===== src/rtl/gated_unit_sequencer.sv =====
`timescale 1ns/1ps
module gated_unit_sequencer #(
  parameter int CLK_MHZ      = 200,
  parameter int MIN_PROP_CYC = 32,
  parameter bit HAS_BRIDGES  = 1'b1
) (
  input  logic       clk,
  input  logic       rst_n,
  input  logic       cmd_on,
  input  logic       cmd_off,
  input  logic       cmd_reset,
  input  logic       parent_up,
  input  logic       mst_ack,
  input  logic       slv_ack,
  output logic       clk_en,
  output logic       rst_rel,
  output logic       mst_stop,
  output logic       slv_stop,
  output logic       busy,
  output logic       done,
  output logic       err,
  output logic [1:0] err_code
);

  localparam int TMO_CYC  = (CLK_MHZ < 1) ? 1 : CLK_MHZ;
  localparam int PROP_CYC = (TMO_CYC > MIN_PROP_CYC) ? TMO_CYC : MIN_PROP_CYC;
  localparam int CNT_MAX  = (PROP_CYC > TMO_CYC) ? PROP_CYC : TMO_CYC;
  localparam int CW       = $clog2(CNT_MAX + 1);
  localparam logic [CW-1:0] TMO_LAST  = CW'(TMO_CYC - 1);
  localparam logic [CW-1:0] PROP_LAST = CW'(PROP_CYC - 1);
  localparam logic [1:0] EC_NONE = 2'd0;
  localparam logic [1:0] EC_MST  = 2'd1;
  localparam logic [1:0] EC_SLV  = 2'd2;

  typedef enum logic [3:0] {
    S_IDLE, S_PROP, S_GATE, S_REL,
    S_MUNG, S_SUNG, S_RBMQ, S_RBRST,
    S_OSQ,  S_OMQ,  S_ORESLV, S_ORST
  } st_t;

  st_t           st;
  logic [CW-1:0] cnt;
  logic          rseq;
  logic          ce_q, rr_q, ms_q, ss_q, done_q, err_q;
  logic [1:0]    ec_q;

  wire tmo_hit  = (cnt == TMO_LAST);
  wire prop_end = (cnt == PROP_LAST);

  assign clk_en   = ce_q;
  assign rst_rel  = rr_q;
  assign mst_stop = ms_q;
  assign slv_stop = ss_q;
  assign busy     = (st != S_IDLE);
  assign done     = done_q;
  assign err      = err_q;
  assign err_code = ec_q;

  always_ff @(posedge clk) begin
    if (!rst_n) begin
      st     <= S_IDLE;
      cnt    <= '0;
      rseq   <= 1'b0;
      ce_q   <= 1'b0;
      rr_q   <= 1'b0;
      ms_q   <= 1'b1;
      ss_q   <= 1'b1;
      done_q <= 1'b0;
      err_q  <= 1'b0;
      ec_q   <= EC_NONE;
    end else begin
      done_q <= 1'b0;
      cnt    <= cnt + 1'b1;
      case (st)
        S_IDLE: begin
          cnt <= '0;
          if (cmd_off || (cmd_reset && parent_up && !cmd_on)) begin
            err_q <= 1'b0;
            ec_q  <= EC_NONE;
            rseq  <= !cmd_off;
            if (HAS_BRIDGES) begin
              ss_q <= 1'b1;
              st   <= S_OSQ;
            end else begin
              ce_q <= 1'b0;
              st   <= S_ORST;
            end
          end else if (cmd_on) begin
            err_q <= 1'b0;
            ec_q  <= EC_NONE;
            rseq  <= 1'b0;
            ce_q  <= 1'b1;
            st    <= S_PROP;
          end
        end
        S_PROP: begin
          if (prop_end) begin
            ce_q <= 1'b0;
            cnt  <= '0;
            st   <= S_GATE;
          end
        end
        S_GATE: begin
          rr_q <= 1'b1;
          cnt  <= '0;
          st   <= S_REL;
        end
        S_REL: begin
          ce_q <= 1'b1;
          cnt  <= '0;
          if (HAS_BRIDGES) begin
            ms_q <= 1'b0;
            st   <= S_MUNG;
          end else begin
            done_q <= 1'b1;
            st     <= S_IDLE;
          end
        end
        S_MUNG: begin
          if (!mst_ack) begin
            ss_q <= 1'b0;
            cnt  <= '0;
            st   <= S_SUNG;
          end else if (tmo_hit) begin
            ce_q <= 1'b0;
            ms_q <= 1'b1;
            ec_q <= EC_MST;
            cnt  <= '0;
            st   <= S_RBRST;
          end
        end
        S_SUNG: begin
          if (!slv_ack) begin
            done_q <= 1'b1;
            st     <= S_IDLE;
          end else if (tmo_hit) begin
            ss_q <= 1'b1;
            ms_q <= 1'b1;
            ec_q <= EC_SLV;
            cnt  <= '0;
            st   <= S_RBMQ;
          end
        end
        S_RBMQ: begin
          if (mst_ack || tmo_hit) begin
            ce_q <= 1'b0;
            cnt  <= '0;
            st   <= S_RBRST;
          end
        end
        S_RBRST: begin
          rr_q   <= 1'b0;
          err_q  <= 1'b1;
          done_q <= 1'b1;
          st     <= S_IDLE;
        end
        S_OSQ: begin
          if (slv_ack) begin
            ms_q <= 1'b1;
            cnt  <= '0;
            st   <= S_OMQ;
          end else if (tmo_hit) begin
            ss_q   <= 1'b0;
            ec_q   <= EC_SLV;
            err_q  <= 1'b1;
            done_q <= 1'b1;
            rseq   <= 1'b0;
            st     <= S_IDLE;
          end
        end
        S_OMQ: begin
          if (mst_ack) begin
            ce_q <= 1'b0;
            cnt  <= '0;
            st   <= S_ORST;
          end else if (tmo_hit) begin
            ss_q <= 1'b0;
            ec_q <= EC_MST;
            cnt  <= '0;
            st   <= S_ORESLV;
          end
        end
        S_ORESLV: begin
          if (!slv_ack || tmo_hit) begin
            err_q  <= 1'b1;
            done_q <= 1'b1;
            rseq   <= 1'b0;
            st     <= S_IDLE;
          end
        end
        S_ORST: begin
          rr_q <= 1'b0;
          cnt  <= '0;
          if (rseq) begin
            rseq <= 1'b0;
            ce_q <= 1'b1;
            st   <= S_PROP;
          end else begin
            done_q <= 1'b1;
            st     <= S_IDLE;
          end
        end
        default: st <= S_IDLE;
      endcase
    end
  end

endmodule


===== config.mk =====
export PLATFORM = sky130hd
export DESIGN_NAME = gated_unit_sequencer
export DESIGN_NICKNAME = d
export VERILOG_FILES = /design/src/rtl/gated_unit_sequencer.sv
export SDC_FILE = /design/constraint.sdc
export NUM_CORES = 1
export LEC_CHECK = 0
export BUFFER_PORTS_ARGS = -buffer_cell sky130_fd_sc_hd__clkbuf_2
export CAP_MARGIN = 20
export CORE_ASPECT_RATIO = 0.7
export CORE_MARGIN = 4
export CORE_UTILIZATION = 50
export DETAILED_ROUTE_END_ITERATION = 10
export PLACE_DENSITY = 0.7
export SYNTH_ARGS = -nofsm -noshare
export SYNTH_HDL_FRONTEND = slang
export SYNTH_SLANG_ARGS = --single-unit

===== constraint.sdc =====
create_clock -name clk -period 3.1 [get_ports clk]
set_clock_uncertainty 0.1 [all_clocks]
set_input_delay 0.155 -clock clk [delete_from_list [all_inputs] [get_ports clk]]
set_output_delay 0.155 -clock clk [all_outputs]
set_load 0.03 [all_outputs]

# Yosys cells after proc, flatten, opt, wreduce, memory -nomap -nowiden
# Cells that the tools add are included.
# totals
inputBits	8
elab_cells	138
output_inout_bits	9
register_bits	21
# op_classes
eq_ne	33
n_reduce_logical	25
n_addsub	1
n_mux	69
# op_table
op	n
$pmux W8 S7	1
$mux W4	13
$mux W8	6
$pmux W4 S11	1
$mux W1	32
$ne A2 B2 Y1 const B	16
$eq A4 B3 Y1 const B	4
$eq A4 B4 Y1 const B	4
$mux W2	8
$reduce_bool A4 Y1	4
$ne A3 B3 Y1 const B	5
$reduce_and A7 Y1	2
$pmux W1 S4	3
$pmux W1 S5	2
$pmux W2 S5	1
$reduce_and A5 Y1	2
$add A8 B1 Y8 const B	1
$eq A4 B2 Y1 const B	2
$eq A8 B8 Y1 const B	1
$reduce_and A8 Y1	1
$pmux W1 S7	1
$reduce_bool A7 Y1	1
$reduce_and A6 Y1	1
$reduce_bool A5 Y1	1
other kinds (10)	15

# Longest topological paths before layout
# Gate-level depths: netlist of run 1.
# logic_depth
ltp_word	5
ltp_mapped	8
mapped_depth_nobuf	6

# Worst setup path before layout of run 1
# No wires, ideal clock.
# synth_path
kind	flip-flop to flip-flop
from	register cnt[0]
to	register cnt[3]
stages_incl_launch_ff	7
required_ns	2.876
setup_time_ns	0.124
n_path_buf	0
path_slack_ns	0.948
t_arrival_ns	1.929
path_cell_list	dfxtp_1 -> ha_1 -> nand4b_2 -> or4b_4 -> a221o_1 -> a21oi_2 -> nor2_1
# synth_between
elab_chain_cells	4
# synth_lines
element	line	rtl
start: declaration	42	logic [CW-1:0] cnt;
start signal: assignment	73	cnt <= cnt + 1'b1;
$add A8 B1 Y8 or $eq A8 B8 Y1 (tied branches)	73, 47, 48	
$mux W8 or $logic_or A1 B1 Y1 (tied branches)	--	
$mux W8, on equally long branches	--	
$pmux W8 S7 *	74	case (st)
# Every way passes the cells marked *; elsewhere a longest branch is shown, timed or not.
# A chain may end at the register's enable or synchronous reset.

# Final worst setup path of run 1
# layout_path
from	register st[0]
to	register ec_q[0] (netlist: err_code[0])
# layout_between
elab_chain_cells	3
# layout_lines
element	line	rtl
start: declaration	41	st_t st;
start signal: assignment	61	st <= S_IDLE;
start signal: assignment	83	st <= S_OSQ;
start signal: assignment	86	st <= S_ORST;
$eq A4 B4 Y1 (tied with other cells)	74	
$reduce_bool A5 Y1 (no source line) (tied with other cells)	--	
$reduce_and A6 Y1 (no source line)	--	
end signal: assignment	70	ec_q <= EC_NONE;
end signal: assignment	79	ec_q <= EC_NONE;
end signal: assignment	90	ec_q <= EC_NONE;
end: declaration	45	logic [1:0] ec_q;
# Several ways; a longest one is shown, not always the timed one.

==> reports/metrics.csv, run 1 <==
metric,value,unit
status,finished clean,
ys_top_cells_by_area,"dfxtp_1, o21ai_0, nor2_1, nand2_1, xor2_1",
num_antenna_cells,0,
setup.worst_path.class,reg2reg,
num-fill-cells,244,
finalHoldViolations,0,
ys_ff_latch,21,
path_clk_slew,0.09,ns
worst_setup_path_end_kind,register,
syn_area,1494,um2
portBuffers,16,
power_leakage,0.0006607,uW
via_per_inst,6.653,
stdcell_count,242,
routabilityCongestion,1.004,
max_slew_margin,44.35,%
hp-class,in2reg,
drtIter0Drc,306,
post-route-min-period,2.540,ns
rsz0062_at_grt,false,
async_reset_ff_share,0,%
cts-root-buf,clkbuf_8,
fp.dieW,73.33,um
reg2reg_to,err_code[0],
timing.fmax,393.7,MHz
core-area,2823,um2
grt_pass1_wl,7.010,mm
powerDensity,814.7,nW/um2
synth_cell_types,52,
syn_nets,204,
grt_pass1_vias,1388,
grt.total_usage,23.36,%
grt_max_degree,25,
hpwlAfterDp,3.116,mm
peakVddDrop,0.3888,mV
cts_buffers,3,
worst-path-max-fanout,24,
drv_slew,0,
cts_setup_buffers,0,
antenna_found_initial,0,
cts.repair.resized,0,
clock_latency,0.28,ns
initial_utilization,52.93,%
crit_end,err_code[0],
fin_tns_setup,0,ns
crit_required,3.19,ns
yosysSeqAreaShare,28.14,%
area_delta_synth_final,9.882,%
seqCellArea,420.4,um2
synth-edff-count,0,
rrSetupSlack,0.56,ns
clockBufferDepth,2,
nNetsFinal,216,
routed_wirelength,4.392,mm
drt_pass1_iterations,6,
multi_input_area,998.5,um2
cts_tree,built,
setup_viol,0,
antenna_left,0,
regToRegStartpoint,st[0],
die_area,3940,um2
synthCells,195,
finalCritPeriodShare,81.93,%
crit_path_start,st[0],
reg2regPathDepth,5,
ys_warn_count,0,
dp_cells,238,
via_count,1610,
h-tree-depth,1,
yosysTopAreaCellShare,28.14,%
synth_area_leader_cell,dfxtp_1,
synth_ff_type,dfxtp_1,
maxCapViolations,0,
grt_overflow,0,
cts.sinks,21,
avgSynthCellArea,7.661,um2
io_pins,17,
hold_buffers,0,
crit_arrival,2.63,ns
num_rows,16,
worst_slew_pin_slew,0.8335,ns
wl_per_cell,18.15,um
die_h,53.73,um
start_kind,register,
drive_gt1_share,16.02,%
drc,0,
## metal layers
| layer | vias to the layer above | part of all wire [%] | global-route usage (%) | routed length [um] |
|---|---|---|---|---|
| li1 | 748 | - | - | - |
| met4 | 0 | 1.2 | 6.325 | 52 |
| met1 | 744 | 48 | 34.04 | 2090 |
| met5 | - | 0 | 0 | 0 |
| met2 | 108 | 40 | 32.05 | 1750 |
| met3 | 10 | 11 | 8.209 | 499 |
## kinds of logic (layout without fill, tap and decap cells)
family                     Yosys count  after routing  share of synthesized area, %
AOI/OAI and AO/OA                   66             66                         30.74
and+or+nand+nor                     78             78                         28.48
adders and majority gates            1              1                        0.8374
muxes                                4              4                         2.680
xor gates and xnor gates             7              7                         4.104
DFF                                 21             21                         28.14
buffers and inverters               18             29                         5.026
## placed cells by master (no fill, tap or decap), drive strengths merged, types with 2 or more instances in the layout
cell type,instances
a2111oi,2
a211oi,6
a21o,4
a21oi,12
a22oi,2
a31oi,2
and3,5
buf,4
clkbuf,19
dfxtp,21
inv,5
mux2i,4
nand2,17
nand2b,6
nand3,8
nor2,19
nor2b,4
nor3,4
nor4,3
o211ai,2
o21ai,18
o311ai,2
o31ai,3
or2,2
or3,3
xor2,6
## cells in the mapped netlist (5+ instances only)
cell      instances
nor2_1           19
clkbuf_1          7
a21oi_1          10
xor2_1            6
buf_2             6
o21ai_0          16
nand3_1           8
dfxtp_1          21
and3_1            5
nand2_1          17
a211oi_1          6
nand2b_1          6
## per-stage QoR
stage	util (%)	power [uW]	worst slack [ns]	hold slack (ns)	cell area, um2
final	58.16	1337	0.5601	0.1786	1642
after CTS	58.16	1314	0.6155	0.1780	1642
after global routing	58.16	1414	0.4363	0.2035	1642
after floorplan	-	931.4	0.9475	0.2053	1494
after detailed placement	56.43	1114	0.6453	0.3567	1593
after global placement	56.43	1126	0.7019	0.3503	1593
## where the power goes
part	internal (uW)	switching (uW)	total [uW]
clock network	91.4	107	198
registers	321	112	434
logic	264	442	706
## sequential cells by signal, indices dropped and copies added, names as in the netlist
register	count
rst_rel	1
st	4
slv_stop	1
rseq	1
cnt	8
mst_stop	1
err	1
done	1
err_code	2
clk_en	1
## final cells by class
| class | count | share of cell area, % |
|---|---|---|
| repair buffers | 20 | 6.707 |
| clock buffers | 3 | 2.515 |
| flip-flops and latches | 21 | 25.61 |
| well taps | 36 | 2.744 |
| clock inverters | 1 | 0.4573 |
| multi-input cells | 156 | 60.82 |
| inverters | 5 | 1.143 |
## worst min-delay path by stage
stage                      start        to  slack (ns)  cells after the start
final                     cmd_on      rseq        0.18                      4
after global routing       rst_n  mst_stop        0.20                      2
after CTS                 cmd_on      rseq        0.18                      4
after detailed placement  clk_en    clk_en        0.36                      2
after global placement    cnt[0]    cnt[0]        0.35                      1
after floorplan            rst_n     st[3]        0.21                      2
## worst max-delay path, stage by stage, from the launching register on
cell     delay (ns)
dfxtp_1        0.87
nor2_1         0.24
and3_1         0.26
or2_2          0.29
or3_1          0.40
o41ai_2        0.28
Power figures use the tool's default switching activity.
==> inputs of run 2 (changes only) <==
==> constraint.sdc (replaced) <==
create_clock -name clk -period 2.49 [get_ports clk]
set_clock_uncertainty 0.1 [all_clocks]
set_input_delay 0.1245 -clock clk [delete_from_list [all_inputs] [get_ports clk]]
set_output_delay 0.1245 -clock clk [all_outputs]
set_load 0.03 [all_outputs]
==> run 2 against run 1 <==
Against the previous run: critical path type unchanged; flip-flop and latch count unchanged; combinational power rose by 39%; first-iteration DRC count is 13% higher; critical path depth increased by 1; total power rose by 28%; die area unchanged; wire length decreased by 2.3%; utilization grew 2.3 points; cell count is 3.3% higher.
==> reports/metrics.csv, run 2 (synthesized netlist as in run 1, its figures left out) <==
metric,value,unit
p_clk_share,13.3,%
via_per_inst,6.656,
h-tree-depth,1,
num_rows,16,
worst_setup_path_end_kind,register,
via_count,1664,
start_kind,register,
final_common_cell,dfxtp_1,
antenna_found_initial,0,
grt_overflow,0,
worst-path-max-fanout,7,
peakVddDrop,0.4563,mV
hpwlAfterDp,3.218,mm
hold_depth,4,
cts_tree,built,
finalHoldViolations,0,
drtIter0Drc,345,
grt_most_used_layer,met2,
fp.dieW,73.33,um
setup.worst_path.class,reg2reg,
path_clk_slew,0.08,ns
wl_per_cell,17.17,um
cts.sinks,21,
nNetsFinal,224,
timing.fmax,437.9,MHz
finalCritPeriodShare,91.70,%
crit_required,2.55,ns
final_cell_mix,"dfxtp_1, nor2_1, nand2_1",
reg2regPathDepth,6,
die_area,3940,um2
grt_pass1_vias,1469,
hp-class,in2reg,
p_seq_share,29.1,%
area_delta_synth_final,14.32,%
dp_cells,246,
swShare,47.43,%
powerDensity,998.9,nW/um2
clockBufferDepth,2,
num_antenna_cells,0,
hold_buffers,0,
portBuffers,16,
grt_max_degree,16,
io_pins,17,
crit_arrival,2.34,ns
stdcell_count,250,
routabilityCongestion,0.9998,
rsz0062_at_grt,false,
initial_utilization,52.93,%
drt_pass1_iterations,6,
grt.total_usage,23.62,%
fin_tns_setup,0,ns
power_switching,809.1,uW
antenna_left,0,
routed_wirelength,4.293,mm
grtUsageMet2,36.94,%
drive_gt1_share,19.16,%
post-route-min-period,2.283,ns
grt_pass1_wl,7.196,mm
cts-root-buf,clkbuf_8,
max_slew_margin,59.83,%
cts_buffers,3,
worst_slew_pin_slew,0.5962,ns
largest_reg_flops,8,
status,finished clean,
die_h,53.73,um
internal_power,896.9,uW
pwr-share-comb,57.6,%
setup_viol,0,
gr-usage-met1,33.22,%
maxCapViolations,0,
drv_slew,0,
drc,0,
use_met3,5.037,%
top_register,cnt,
power_leakage,0.0007068,uW
clock_latency,0.26,ns
core-area,2823,um2
-- run 2: cell count changes in the layout (fill, tap and decap cells not counted) --
cell	before	now
a2111oi_0	2	1
buf_4	4	12
clkinv_2	0	1
a21oi_2	2	1
a21oi_4	0	1
clkinvlp_4	1	0
a2111oi_1	0	1
-- run 2: area by class of cell --
| cell class | instances | area (um2) |
|---|---|---|
| well taps | 36 | 45.04 |
| multi-input cells | 156 | 1007 |
| flip-flops and latches | 21 | 420.4 |
| clock buffers | 3 | 41.29 |
| repair buffers | 28 | 170.2 |
| fillers | 258 | 1115 |
| inverters | 5 | 18.77 |
| clock inverters | 1 | 5.005 |
-- run 2: timing repair --
action	in CTS	in global routing
buffers inserted	0	0
setup endpoints to repair	0	7
resized for setup	0	2
-- run 2: power groups by stage --
stage	Sequential, uW	Combinational, uW	Clock (uW)
after floorplan	508	652	0
after global placement	500	932	0
final	497	983	227
after detailed placement	502	942	0
after CTS	494	951	235
after global routing	508	1050	248
-- run 2: worst paths after layout --
check	from	endpoint	slack, ns
max reg2reg	cnt[0]	cnt[3]	0.21
max	cnt[0]	cnt[3]	0.21
min reg2reg	clk_en	clk_en	0.37
min	cmd_on	rseq	0.18
-- run 2: per-layer routing --
layer	vias to the layer above	wire, um	part of all wire [%]
li1	768	-	-
met1	760	1869	44
met2	114	1800	42
met3	22	513	12
met4	0	110	2.6
met5	-	0	0
-- run 2: through the flow --
stage / instance area [um2] / utilization [%] / total power (uW) / hold slack (ns) / setup slack [ns]
floorplan: 1494 / - / 1160 / 0.1748 / 0.3375
global placement: 1653 / 58.56 / 1432 / 0.3540 / 0.2385
detailed placement: 1653 / 58.56 / 1444 / 0.3515 / 0.1527
CTS: 1699 / 60.20 / 1681 / 0.1656 / 0.1416
global route: 1708 / 60.51 / 1809 / 0.1992 / 0.06249
finish: 1708 / 60.51 / 1706 / 0.1750 / 0.2066
-- run 2: critical path, cell delays in order, from the launching register on --
cell and delay [ns]:
dfxtp_1 0.39, ha_1 0.26, nand4b_2 0.16, or4b_4 0.57, a221o_1 0.37, a21oi_4 0.24, nor2_1 0.08
==> inputs of run 3 (changes only) <==
--- a/config.mk
+++ b/config.mk
@@ -12,6 +12,7 @@
 export CORE_UTILIZATION = 50
 export DETAILED_ROUTE_END_ITERATION = 10
 export PLACE_DENSITY = 0.7
+export SKIP_CTS_REPAIR_TIMING = 1
 export SYNTH_ARGS = -nofsm -noshare
 export SYNTH_HDL_FRONTEND = slang
 export SYNTH_SLANG_ARGS = --single-unit
==> constraint.sdc (replaced) <==
create_clock -name clk -period 2.7 [get_ports clk]
set_clock_uncertainty 0.1 [all_clocks]
set_input_delay 0.135 -clock clk [delete_from_list [all_inputs] [get_ports clk]]
set_output_delay 0.135 -clock clk [all_outputs]
set_load 0.03 [all_outputs]
==> run 3 against run 2 <==
Against the previous run: clock power is 6% lower; flip-flop and latch count did not move; clock-buffer cell count up 1; worst hold slack got worse by 0.011 ns; die area unchanged; critical path depth did not move; cell area fell by 2.1%; sequential share of layout area increased by 0.52 points; total power down 9.4%; cell count fell by 2.0%; largest cell class unchanged; highest routed layer unchanged.
==> reports/metrics.csv, run 3 (synthesized netlist as in run 1, its figures left out) <==
metric,value,unit
nNetsFinal,219,
path_clk_slew,0.08,ns
drive_gt1_share,16.75,%
initial_utilization,52.93,%
power_leakage,0.0006798,uW
clock_latency,0.27,ns
fin_tns_setup,0,ns
regToRegStartpoint,cnt[0],
p_clk_share,13.8,%
power_switching,736.9,uW
crit_path_start,cnt[0],
hold_depth,4,
crit_required,2.74,ns
area_delta_synth_final,11.98,%
grt_pass1_wl,7.072,mm
clockBufferDepth,2,
reg2regPathDepth,6,
internal_power,808.6,uW
p_seq_share,28.4,%
cts_buffers,3,
num_antenna_cells,0,
worst_slew_pin_slew,0.5640,ns
final_common_cell,dfxtp_1,
portBuffers,16,
grt_max_degree,37,
hold_ws,0.1642,ns
peakVddDrop,0.4657,mV
num_rows,16,
crit_arrival,2.37,ns
grt_overflow,0,
power,1545,uW
rsz0062_at_grt,false,
start_kind,register,
worst_setup_path_end_kind,register,
status,finished clean,
finalCritPeriodShare,86.24,%
rrSetupSlack,0.37,ns
drt_pass1_iterations,5,
max_slew_margin,62.24,%
core-area,2823,um2
die_area,3940,um2
fp.dieW,73.33,um
num-fill-cells,263,
cts_tree,built,
antenna_left,0,
finalHoldViolations,0,
via_count,1615,
final_cell_mix,"dfxtp_1, nor2_1, nand2_1",
drv_slew,0,
grt.total_usage,23.40,%
hpwlAfterDp,3.083,mm
post-route-min-period,2.329,ns
routed_wirelength,4.220,mm
hp-class,in2reg,
antenna_found_initial,0,
min_to,rseq,
cts-root-buf,clkbuf_8,
largest_reg_flops,8,
die_h,53.73,um
swShare,47.68,%
pwr-share-comb,57.7,%
top_register,cnt,
via_per_inst,6.592,
drc,0,
routabilityCongestion,0.9692,
setup_viol,0,
setup.worst_path.class,reg2reg,
worst-path-max-fanout,7,
reg2reg_to,cnt[3],
drtIter0Drc,355,
grt_pass1_vias,1413,
powerDensity,923.9,nW/um2
min_from,cmd_on,
maxCapViolations,0,
timing.fmax,429.5,MHz
h-tree-depth,1,
cts.sinks,21,
io_pins,17,
wl_per_cell,17.22,um
-- run 3: cell types whose count changed in the layout (fill, tap and decap cells not counted), sizes merged --
cell | before | now
buf | 12 | 7
clkbuf | 19 | 20
clkinv | 1 | 0
-- run 3: power groups by stage --
stage / combinational (uW) / clock [uW] / sequential (uW)
2_1_floorplan: 601 / 0 / 468
3_3_place_gp: 855 / 0 / 439
3_5_place_dp: 865 / 0 / 443
4_1_cts: 872 / 213 / 436
5_1_grt: 966 / 231 / 448
6_report: 892 / 214 / 440
-- run 3: cell type report --
class                           instances  area, um2  share of cell area (%)
Timing Repair Buffer                   23      145.1                   8.676
Clock buffer                            4      45.04                   2.693
Inverter                                5      18.77                   1.122
Multi-Input combinational cell        156      998.5                   59.69
Tap cell                               36      45.04                   2.693
Sequential cell                        21      420.4                   25.13
-- run 3: worst max path at each step --
stage                        endpoint  slack, ns  cells after the start
after detailed placement       cnt[3]       0.38                      6
after floorplan                cnt[3]       0.55                      6
final                          cnt[3]       0.37                      6
after global routing      err_code[0]       0.25                      6
after global placement         cnt[4]       0.46                      6
after CTS                      cnt[3]       0.37                      6
-- run 3: routing by layer --
layer	track usage [%]	part of all wire, %	up-vias
li1	-	-	764
met1	33.82	44	717
met2	33.83	41	120
met3	7.090	13	14
met4	5.422	1.5	0
met5	0	0	-
-- run 3: metrics by stage --
stage / setup WS [ns] / area [um2] / instances / utilization, %
after floorplan: 0.5475 / 1494 / 195 / -
after global placement: 0.4550 / 1628 / 241 / 57.67
after detailed placement: 0.3774 / 1628 / 241 / 57.67
after CTS: 0.3688 / 1673 / 245 / 59.26
after global routing: 0.2513 / 1673 / 245 / 59.26
final: 0.3715 / 1673 / 245 / 59.26
-- run 3: worst max-delay path, cell delays in order, from the launching register on --
cell and delay [ns]:
dfxtp_1 0.38, ha_1 0.26, nand4b_2 0.17, or4b_4 0.57
a221o_1 0.34, a21oi_2 0.30, nor2_1 0.09
